--- src/rtl/bre_pkg.sv ---
package bre_pkg;

    localparam int OP_W = 3;

    typedef enum logic [2:0] {
        IR_SAMPLE = 3'd0,
        IR_EXTEST = 3'd1,
        IR_RUN    = 3'd2,
        IR_READ   = 3'd3,
        IR_SELF   = 3'd4,
        IR_CTRL   = 3'd5
    } ir_e;

    typedef enum logic [2:0] {
        OP_NONE      = 3'd0,
        OP_TOGGLE    = 3'd1,
        OP_PRPG      = 3'd2,
        OP_PSA       = 3'd3,
        OP_PSA_PRPG  = 3'd4,
        OP_PSA_COUNT = 3'd5
    } op_e;

    typedef enum logic [2:0] {
        SR_HOLD, SR_CAPTURE, SR_CAPINV, SR_SHIFT, SR_TOGGLE, SR_LFSR, SR_PSA
    } sr_act_e;

    typedef enum logic [1:0] {
        GEN_HOLD, GEN_LOAD, GEN_LFSR, GEN_INC
    } gen_act_e;

    typedef enum logic [1:0] {
        UPD_HOLD, UPD_FROM_SR, UPD_FROM_GEN
    } upd_act_e;

    typedef struct packed {
        sr_act_e  sr_act;
        gen_act_e gen_act;
        upd_act_e upd_act;
    } cell_ctl_t;

    typedef struct packed {
        logic cap;
        logic shf;
        logic upd;
    } reg_ctl_t;

    // Feedback tap mask, bit k set when stage k feeds the XOR
    function automatic logic [31:0] lfsr_taps(input int unsigned w);
        case (w)
            3:       return 32'h0000_0006;
            4:       return 32'h0000_000C;
            5:       return 32'h0000_0014;
            6:       return 32'h0000_0030;
            7:       return 32'h0000_0060;
            8:       return 32'h0000_00B8;
            12:      return 32'h0000_0829;
            16:      return 32'h0000_D008;
            default: return (32'h1 << (w - 1)) | (32'h1 << (w - 2));
        endcase
    endfunction

endpackage

--- src/rtl/bre_decode.sv ---
module bre_decode
    import bre_pkg::*;
(
    input  logic [2:0]      ir_code,
    input  logic            st_capture_dr,
    input  logic            st_shift_dr,
    input  logic            st_update_dr,
    input  logic            st_run_idle,
    input  logic [OP_W-1:0] ctrl_op,
    output cell_ctl_t       cell_ctl,
    output reg_ctl_t        ctrl_ctl,
    output logic            drive_pins,
    output logic            tdo_from_ctrl
);

    logic data_ir;
    logic run;

    always_comb begin
        data_ir       = (ir_code != IR_CTRL);
        run           = st_run_idle && (ir_code == IR_RUN);
        drive_pins    = (ir_code == IR_EXTEST) || (ir_code == IR_RUN);
        tdo_from_ctrl = !data_ir;

        ctrl_ctl.cap = st_capture_dr && !data_ir;
        ctrl_ctl.shf = st_shift_dr && !data_ir;
        ctrl_ctl.upd = st_update_dr && !data_ir;

        cell_ctl.sr_act  = SR_HOLD;
        cell_ctl.gen_act = GEN_HOLD;
        cell_ctl.upd_act = UPD_HOLD;

        if (st_capture_dr && data_ir) begin
            if (ir_code == IR_SELF)
                cell_ctl.sr_act = SR_CAPINV;
            else if (ir_code != IR_READ)
                cell_ctl.sr_act = SR_CAPTURE;
        end else if (st_shift_dr && data_ir) begin
            cell_ctl.sr_act = SR_SHIFT;
        end else if (st_update_dr && data_ir) begin
            cell_ctl.gen_act = GEN_LOAD;
            cell_ctl.upd_act = UPD_FROM_SR;
        end else if (run) begin
            case (ctrl_op)
                OP_TOGGLE: begin
                    cell_ctl.sr_act  = SR_TOGGLE;
                    cell_ctl.upd_act = UPD_FROM_SR;
                end
                OP_PRPG: begin
                    cell_ctl.sr_act  = SR_LFSR;
                    cell_ctl.upd_act = UPD_FROM_SR;
                end
                OP_PSA: begin
                    cell_ctl.sr_act  = SR_PSA;
                end
                OP_PSA_PRPG: begin
                    cell_ctl.sr_act  = SR_PSA;
                    cell_ctl.gen_act = GEN_LFSR;
                    cell_ctl.upd_act = UPD_FROM_GEN;
                end
                OP_PSA_COUNT: begin
                    cell_ctl.sr_act  = SR_PSA;
                    cell_ctl.gen_act = GEN_INC;
                    cell_ctl.upd_act = UPD_FROM_GEN;
                end
                default: ;
            endcase
        end
    end

endmodule

--- src/rtl/bre_ctrl_reg.sv ---
module bre_ctrl_reg
    import bre_pkg::*;
(
    input  logic            tck,
    input  logic            rst,
    input  reg_ctl_t        ctl,
    input  logic            tdi,
    output logic            ser_out,
    output logic [OP_W-1:0] op_q
);

    logic [OP_W-1:0] shreg;

    always_ff @(posedge tck) begin
        if (rst)
            shreg <= '0;
        else if (ctl.cap)
            shreg <= op_q;
        else if (ctl.shf)
            shreg <= {tdi, shreg[OP_W-1:1]};
    end

    always_ff @(negedge tck) begin
        if (rst)
            op_q <= OP_NONE;
        else if (ctl.upd)
            op_q <= shreg;
    end

    assign ser_out = shreg[0];

endmodule

--- src/rtl/bre_cells.sv ---
module bre_cells
    import bre_pkg::*;
#(
    parameter int N = 8,
    parameter logic [N-1:0] SEED = 1
) (
    input  logic         tck,
    input  logic         rst,
    input  cell_ctl_t    ctl,
    input  logic [N-1:0] pin_in,
    input  logic         tdi,
    output logic [N-1:0] sr_q,
    output logic [N-1:0] gen_q,
    output logic [N-1:0] upd_q
);

    localparam logic [N-1:0] MASK = N'(lfsr_taps(N));

    function automatic logic [N-1:0] lfsr_next(input logic [N-1:0] s);
        return {s[N-2:0], ^(s & MASK)};
    endfunction

    logic [N-1:0] sr_d;
    logic [N-1:0] gen_d;
    logic [N-1:0] upd_d;

    always_comb begin
        case (ctl.sr_act)
            SR_CAPTURE: sr_d = pin_in;
            SR_CAPINV:  sr_d = ~upd_q;
            SR_SHIFT:   sr_d = {tdi, sr_q[N-1:1]};
            SR_TOGGLE:  sr_d = ~sr_q;
            SR_LFSR:    sr_d = lfsr_next(sr_q);
            SR_PSA:     sr_d = lfsr_next(sr_q) ^ pin_in;
            default:    sr_d = sr_q;
        endcase
        case (ctl.gen_act)
            GEN_LOAD: gen_d = sr_q;
            GEN_LFSR: gen_d = lfsr_next(gen_q);
            GEN_INC:  gen_d = gen_q + N'(1);
            default:  gen_d = gen_q;
        endcase
        case (ctl.upd_act)
            UPD_FROM_SR:  upd_d = sr_q;
            UPD_FROM_GEN: upd_d = gen_q;
            default:      upd_d = upd_q;
        endcase
    end

    always_ff @(posedge tck) begin
        if (rst) begin
            sr_q  <= SEED;
            gen_q <= SEED;
        end else begin
            sr_q  <= sr_d;
            gen_q <= gen_d;
        end
    end

    always_ff @(negedge tck) begin
        if (rst)
            upd_q <= '0;
        else
            upd_q <= upd_d;
    end

endmodule

--- src/rtl/bscan_run_engine.sv ---
module bscan_run_engine
    import bre_pkg::*;
#(
    parameter int N = 8,
    parameter logic [N-1:0] SEED = 1
) (
    input  logic         tck,
    input  logic         rst,
    input  logic [2:0]   ir_code,
    input  logic         st_capture_dr,
    input  logic         st_shift_dr,
    input  logic         st_update_dr,
    input  logic         st_run_idle,
    input  logic         tdi,
    output logic         tdo,
    input  logic [N-1:0] pin_in,
    input  logic [N-1:0] sys_out,
    output logic [N-1:0] pin_out
);

    cell_ctl_t       cell_ctl;
    reg_ctl_t        ctrl_ctl;
    logic            drive_pins;
    logic            tdo_from_ctrl;
    logic            ctrl_ser;
    logic [OP_W-1:0] ctrl_op;
    logic [N-1:0]    sr_q;
    logic [N-1:0]    gen_q;
    logic [N-1:0]    upd_q;

    bre_decode u_decode (
        .ir_code       (ir_code),
        .st_capture_dr (st_capture_dr),
        .st_shift_dr   (st_shift_dr),
        .st_update_dr  (st_update_dr),
        .st_run_idle   (st_run_idle),
        .ctrl_op       (ctrl_op),
        .cell_ctl      (cell_ctl),
        .ctrl_ctl      (ctrl_ctl),
        .drive_pins    (drive_pins),
        .tdo_from_ctrl (tdo_from_ctrl)
    );

    bre_ctrl_reg u_ctrl (
        .tck     (tck),
        .rst     (rst),
        .ctl     (ctrl_ctl),
        .tdi     (tdi),
        .ser_out (ctrl_ser),
        .op_q    (ctrl_op)
    );

    bre_cells #(.N(N), .SEED(SEED)) u_cells (
        .tck    (tck),
        .rst    (rst),
        .ctl    (cell_ctl),
        .pin_in (pin_in),
        .tdi    (tdi),
        .sr_q   (sr_q),
        .gen_q  (gen_q),
        .upd_q  (upd_q)
    );

    assign tdo     = tdo_from_ctrl ? ctrl_ser : sr_q[0];
    assign pin_out = drive_pins ? upd_q : sys_out;

endmodule

--- config.mk ---
export PLATFORM = sky130hd
export DESIGN_NAME = bscan_run_engine
export DESIGN_NICKNAME = d
export VERILOG_FILES = /design/src/rtl/bre_pkg.sv /design/src/rtl/bre_decode.sv /design/src/rtl/bre_ctrl_reg.sv /design/src/rtl/bre_cells.sv /design/src/rtl/bscan_run_engine.sv
export SDC_FILE = /design/constraint.sdc
export NUM_CORES = 1
export LEC_CHECK = 0
export ABC_CLOCK_PERIOD_IN_PS = 4019
export BUFFER_PORTS_ARGS = -buffer_cell sky130_fd_sc_hd__buf_2
export CORE_AREA = 2 2 68 70
export CTS_CLUSTER_DIAMETER = 80
export DETAILED_ROUTE_END_ITERATION = 6
export DIE_AREA = 0 0 70 72
export PLACE_DENSITY = 0.85
export SETUP_SLACK_MARGIN = 0.15
export SYNTH_ARGS = -nofsm -noshare
export SYNTH_HDL_FRONTEND = slang
export SYNTH_HIERARCHICAL = 1
export SYNTH_SLANG_ARGS = --single-unit
--- constraint.sdc ---
create_clock -name tck -period 4.02 [get_ports tck]
set_clock_uncertainty 0.1 [all_clocks]
set_input_delay 0.201 -clock tck [delete_from_list [all_inputs] [get_ports tck]]
set_output_delay 0.201 -clock tck [all_outputs]
set_load 0.05 [all_outputs]
Yosys cells after proc, flatten, opt, wreduce, memory -nomap -nowiden:

Index checks and enable logic that the tools add are counted.
W data, S select, Z words.

* register bits after elaboration: 30
* output and inout bits: 9
* bits of input ports: 26
* word-level logic and storage cells: 67

* muxes and demuxes: 19
* $add $sub $neg: 1
* bitwise operators: 3
* reduce and logical (&&, ||, !) cells: 18
* equal/unequal tests: 21

Operators by type and width (number)
* $pmux W8 S6: 1
* $pmux W8 S3: 1
* $eq A3 B3 Y1 const B: 6
* $mux W3: 6
* $not A8 Y8: 2
* $pmux W8 S2: 1
* $reduce_xor A8 Y1: 2
* $eq A3 B2 Y1 const B: 5
* $mux W4: 3
* $eq A3 B1 Y1 const B: 3
* $pmux W3 S3: 1
* $add A8 B1 Y8 const B: 1
* $mux W8: 1
* $pmux W2 S2: 2
* $xor A8 B8 Y8: 1
* $logic_and A1 B1 Y1: 7
* $mux W7: 1
* $eq A2 B2 Y1 const B: 3
* $reduce_bool A6 Y1: 1
* $eq A2 B1 Y1 const B: 2
* $reduce_bool A2 Y1: 2
* $reduce_or A2 Y1: 2
* $ne A3 B2 Y1 const B: 1
* $ne A3 B3 Y1 const B: 1
* other kinds (5): 6

Longest topological paths before layout:

* depth in word-level cells: 9
* mapped depth: 12
* depth with buffers taken out: 10

Cells and area by module:

The synthesis kept the hierarchy.

By module, submodules not included
* bre_cells: cells an instance 255, seq. area each 480.5 um^2, area each 1886.8 um^2, times used 1
* bre_decode: cells an instance 40, seq. area each 0.0 um^2, area each 252.7 um^2, times used 1
* bre_ctrl_reg: cells an instance 23, seq. area each 120.1 um^2, area each 240.2 um^2, times used 1
* bscan_run_engine: cells an instance 10, seq. area each 0.0 um^2, area each 142.6 um^2, times used 1

==> out/results.txt <==
Status - complete, but fails checks
Failing checks - DRC, setup timing
WS Path Type - register to register
Post-synth top area share - 0.238
Sequential cell area fraction in the yosys report - 0.238
Final setup margin - -375 ps
Dpl hpwl - 4.78 mm
Final cell count without fillers - 474
Synth Flop Type - dfxtp_1
Design area - 3610 um2
CTS buffer count - 5
Syn. warnings - 6
Rows - 24
Placed insts - 424
Worst rel slew slack - 0.273
Worst Setup End Kind - register
Reg2reg end - u_cells/sr_q[2]
Post-synth ARST share - 0
MaxCap Viol Count - 0
Ports - 35
Synthesized cell area - 2520 um2
Placed Area - 2870 um2
Initial Util - 0.592
Pleak - 1.53 nW
Die W - 70 um
Post-Syn Area per Cell - 7.69 um2
Largest net degree at the start of global routing - 32
Root Driver - clkbuf_8
Post-Route WL - 10.4 mm
Library cells used by synthesis - 57
Total number of vias - 3258
Clk sinks - 30
Synth area leader - dfxtp_1
Vias in the first global route - 2850
Area Growth Syn to Fin - 43.3%
Synth area leaders - dfxtp_1 (24%), nor2_1 (11%), mux2i_1 (8.3%), a21oi_1 (7.1%), mux2_4 (4.8%)
Register bit total from synthesis - 30
Reg clk slew, reported paths - 90 ps
EDFF count, synth - 0
NumNets Final - 450
Max-slew violations - 0
Antenna violations before repair - 0
DR DRC count - 14
Drt pass-1 iters - 7
Vias per cell - 6.87
RSZ-0062 raised after global routing - yes
Crit path DAT - 4480 ps
Hold crit path type - input pin to register
Final Wtd Congestion - 0.890
First-pass GRT wire length - 13.5 mm
Drt wl/cell - 22.0 um
Post-CTS Hold Fix Bufs - 0
FILL cells - 199
Setup-violating endpoint count in the final report - 24
WHS - 164 ps
TritonCTS clock tree - done
Hold Path End - u_cells/sr_q[0]
Place WS - -178 ps
Antenna cells - 0
GRT Resource Usage Total - 0.337
Die area - 5040 um2
R2R Setup Slk - -380 ps
Skew-Pair Late Insertion Delay - 360 ps
Layout cell share with drive strength beyond 1 - 0.438
Worst setup SP type - register
Syn Nets - 357
Worst-Margin Slew - 1090 ps
Synth Instances - 328
Number of antenna-violating nets in the routed design - 0
Floorplan Core Area - 4260 um2
Largest fanout on the critical path - 5
Port Buffers - 34
Reg2Reg Depth - 10
Worst Hold Launch - pin_in[0]
Worst VDD drop - 221 uV
R2R Path Start - u_ctrl/op_q[2]
Total gr overflow - 0
Die Ht - 72 um
DRT iter0 DRCs - 632
Final Hold Viols - 0
Crit path required time - 4100 ps
Clock buffer depth - 2
CTS H-tree lvls - 2
Final TNS setup - -4030 ps
PwrDens - 296 nW/um2
Hold path depth - 3
## kinds of logic after synthesis
kind of cell	Yosys count	share of synthesized area
compound gates	71	0.184
xor+xnor	15	0.0580
fa+ha+maj	3	0.0149
buf+inv	33	0.0848
flops	30	0.238
mux	32	0.149
simple gates	144	0.271
## cell usage in the layout, fill, tap and decap left out, types with 2 or more instances in the layout
| master | instances |
|---|---|
| a2111oi_2 | 4 |
| a211oi_1 | 3 |
| a21oi_1 | 25 |
| a21oi_2 | 9 |
| a21oi_4 | 2 |
| a221oi_2 | 2 |
| a31oi_1 | 2 |
| and3_1 | 4 |
| buf_12 | 4 |
| buf_2 | 34 |
| buf_4 | 49 |
| buf_6 | 13 |
| clkbuf_8 | 5 |
| dfxtp_1 | 28 |
| dfxtp_4 | 2 |
| ha_1 | 2 |
| inv_1 | 15 |
| inv_2 | 2 |
| mux2_4 | 8 |
| mux2i_1 | 20 |
| nand2_1 | 18 |
| nand2_2 | 3 |
| nand2b_1 | 2 |
| nand3_1 | 5 |
| nand4_1 | 2 |
| nor2_1 | 57 |
| nor2_2 | 10 |
| nor2_4 | 7 |
| nor2b_1 | 10 |
| nor3_1 | 10 |
| nor3_2 | 4 |
| o21ai_0 | 4 |
| o21ai_2 | 2 |
| o221ai_1 | 5 |
| o221ai_2 | 2 |
| xnor2_1 | 11 |
| xor2_1 | 2 |
## state kept, by name, summed over array words and instances, names as in the netlist
name,cells
u_cells/sr_q,8
u_ctrl/shreg,3
u_cells/gen_q,8
u_cells/upd_q,8
u_ctrl/op_q,3
## Yosys cell counts, types with 4 or more instances
master    count
a21oi_1      36
and3_1        4
buf_2         5
buf_4         8
buf_6         4
dfxtp_1      30
inv_1         6
mux2_4        8
mux2i_1      21
nand2_1      21
nand3_1       5
nor2_1       72
nor2b_1      10
nor3_1       14
o21ai_0       7
o221ai_1      7
xnor2_1      11
## through the flow
step / power [mW] / utilization
after floorplan: 0.584 / -
after CTS: 0.999 / 0.778
after global placement: 0.643 / 0.673
after detailed placement: 0.652 / 0.673
after global routing: 1.11 / 0.848
final: 1.07 / 0.848
## power by group
part           internal, mW  total (mW)  switching [mW]
clock network         0.200       0.367           0.167
registers             0.316       0.365          0.0484
logic                 0.145       0.340           0.195
total                 0.662        1.07           0.410
## routing by layer
layer | up-vias | track usage | part of all wire
met2 | 331 | 0.606 | 0.45
met3 | 107 | 0.0611 | 0.13
met1 | 1472 | 0.386 | 0.35
met4 | 0 | 0.167 | 0.080
li1 | 1348 | - | -
met5 | - | 0 | 0
## cell type report
class,instances,area [um2],area share
multi-input combinational,265,1970,0.544
timing repair buffer,101,790,0.218
sequential,30,608,0.168
clock inverter,14,86.3,0.0239
clock buffer,5,68.8,0.0190
tap,52,65.1,0.0180
inverter,7,31.3,0.00865
## timing repair
item | in CTS | in global routing
cloned | 1 | 1
gates resized for setup | 39 | 44
buffers inserted | 17 | 14
setup endpoints to repair | 16 | 24
pin swaps | 17 | 40
## worst max-delay path, cell delays in order, from the launching register on
cell and delay (ps):
dfxtp_4 350, or3b_4 410, buf_6 140, a21oi_4 180, buf_6 160, buf_6 110
nor3_2 40, nor2_2 170, buf_6 150, nor2_1 70, nor3_1 350
## worst max-delay path by stage
| stage | start | to | cells past startpoint |
|---|---|---|---|
| after floorplan | ir_code[0] | u_cells/upd_q[0] | 9 |
| after global placement | u_ctrl/op_q[2] | u_cells/sr_q[4] | 9 |
| after detailed placement | ir_code[2] | u_cells/upd_q[6] | 11 |
| after CTS | u_ctrl/op_q[2] | u_cells/sr_q[0] | 9 |
| after global routing | u_ctrl/op_q[2] | u_cells/sr_q[5] | 10 |
| final | u_ctrl/op_q[2] | u_cells/sr_q[2] | 10 |
Power figures use the tool's default switching activity.
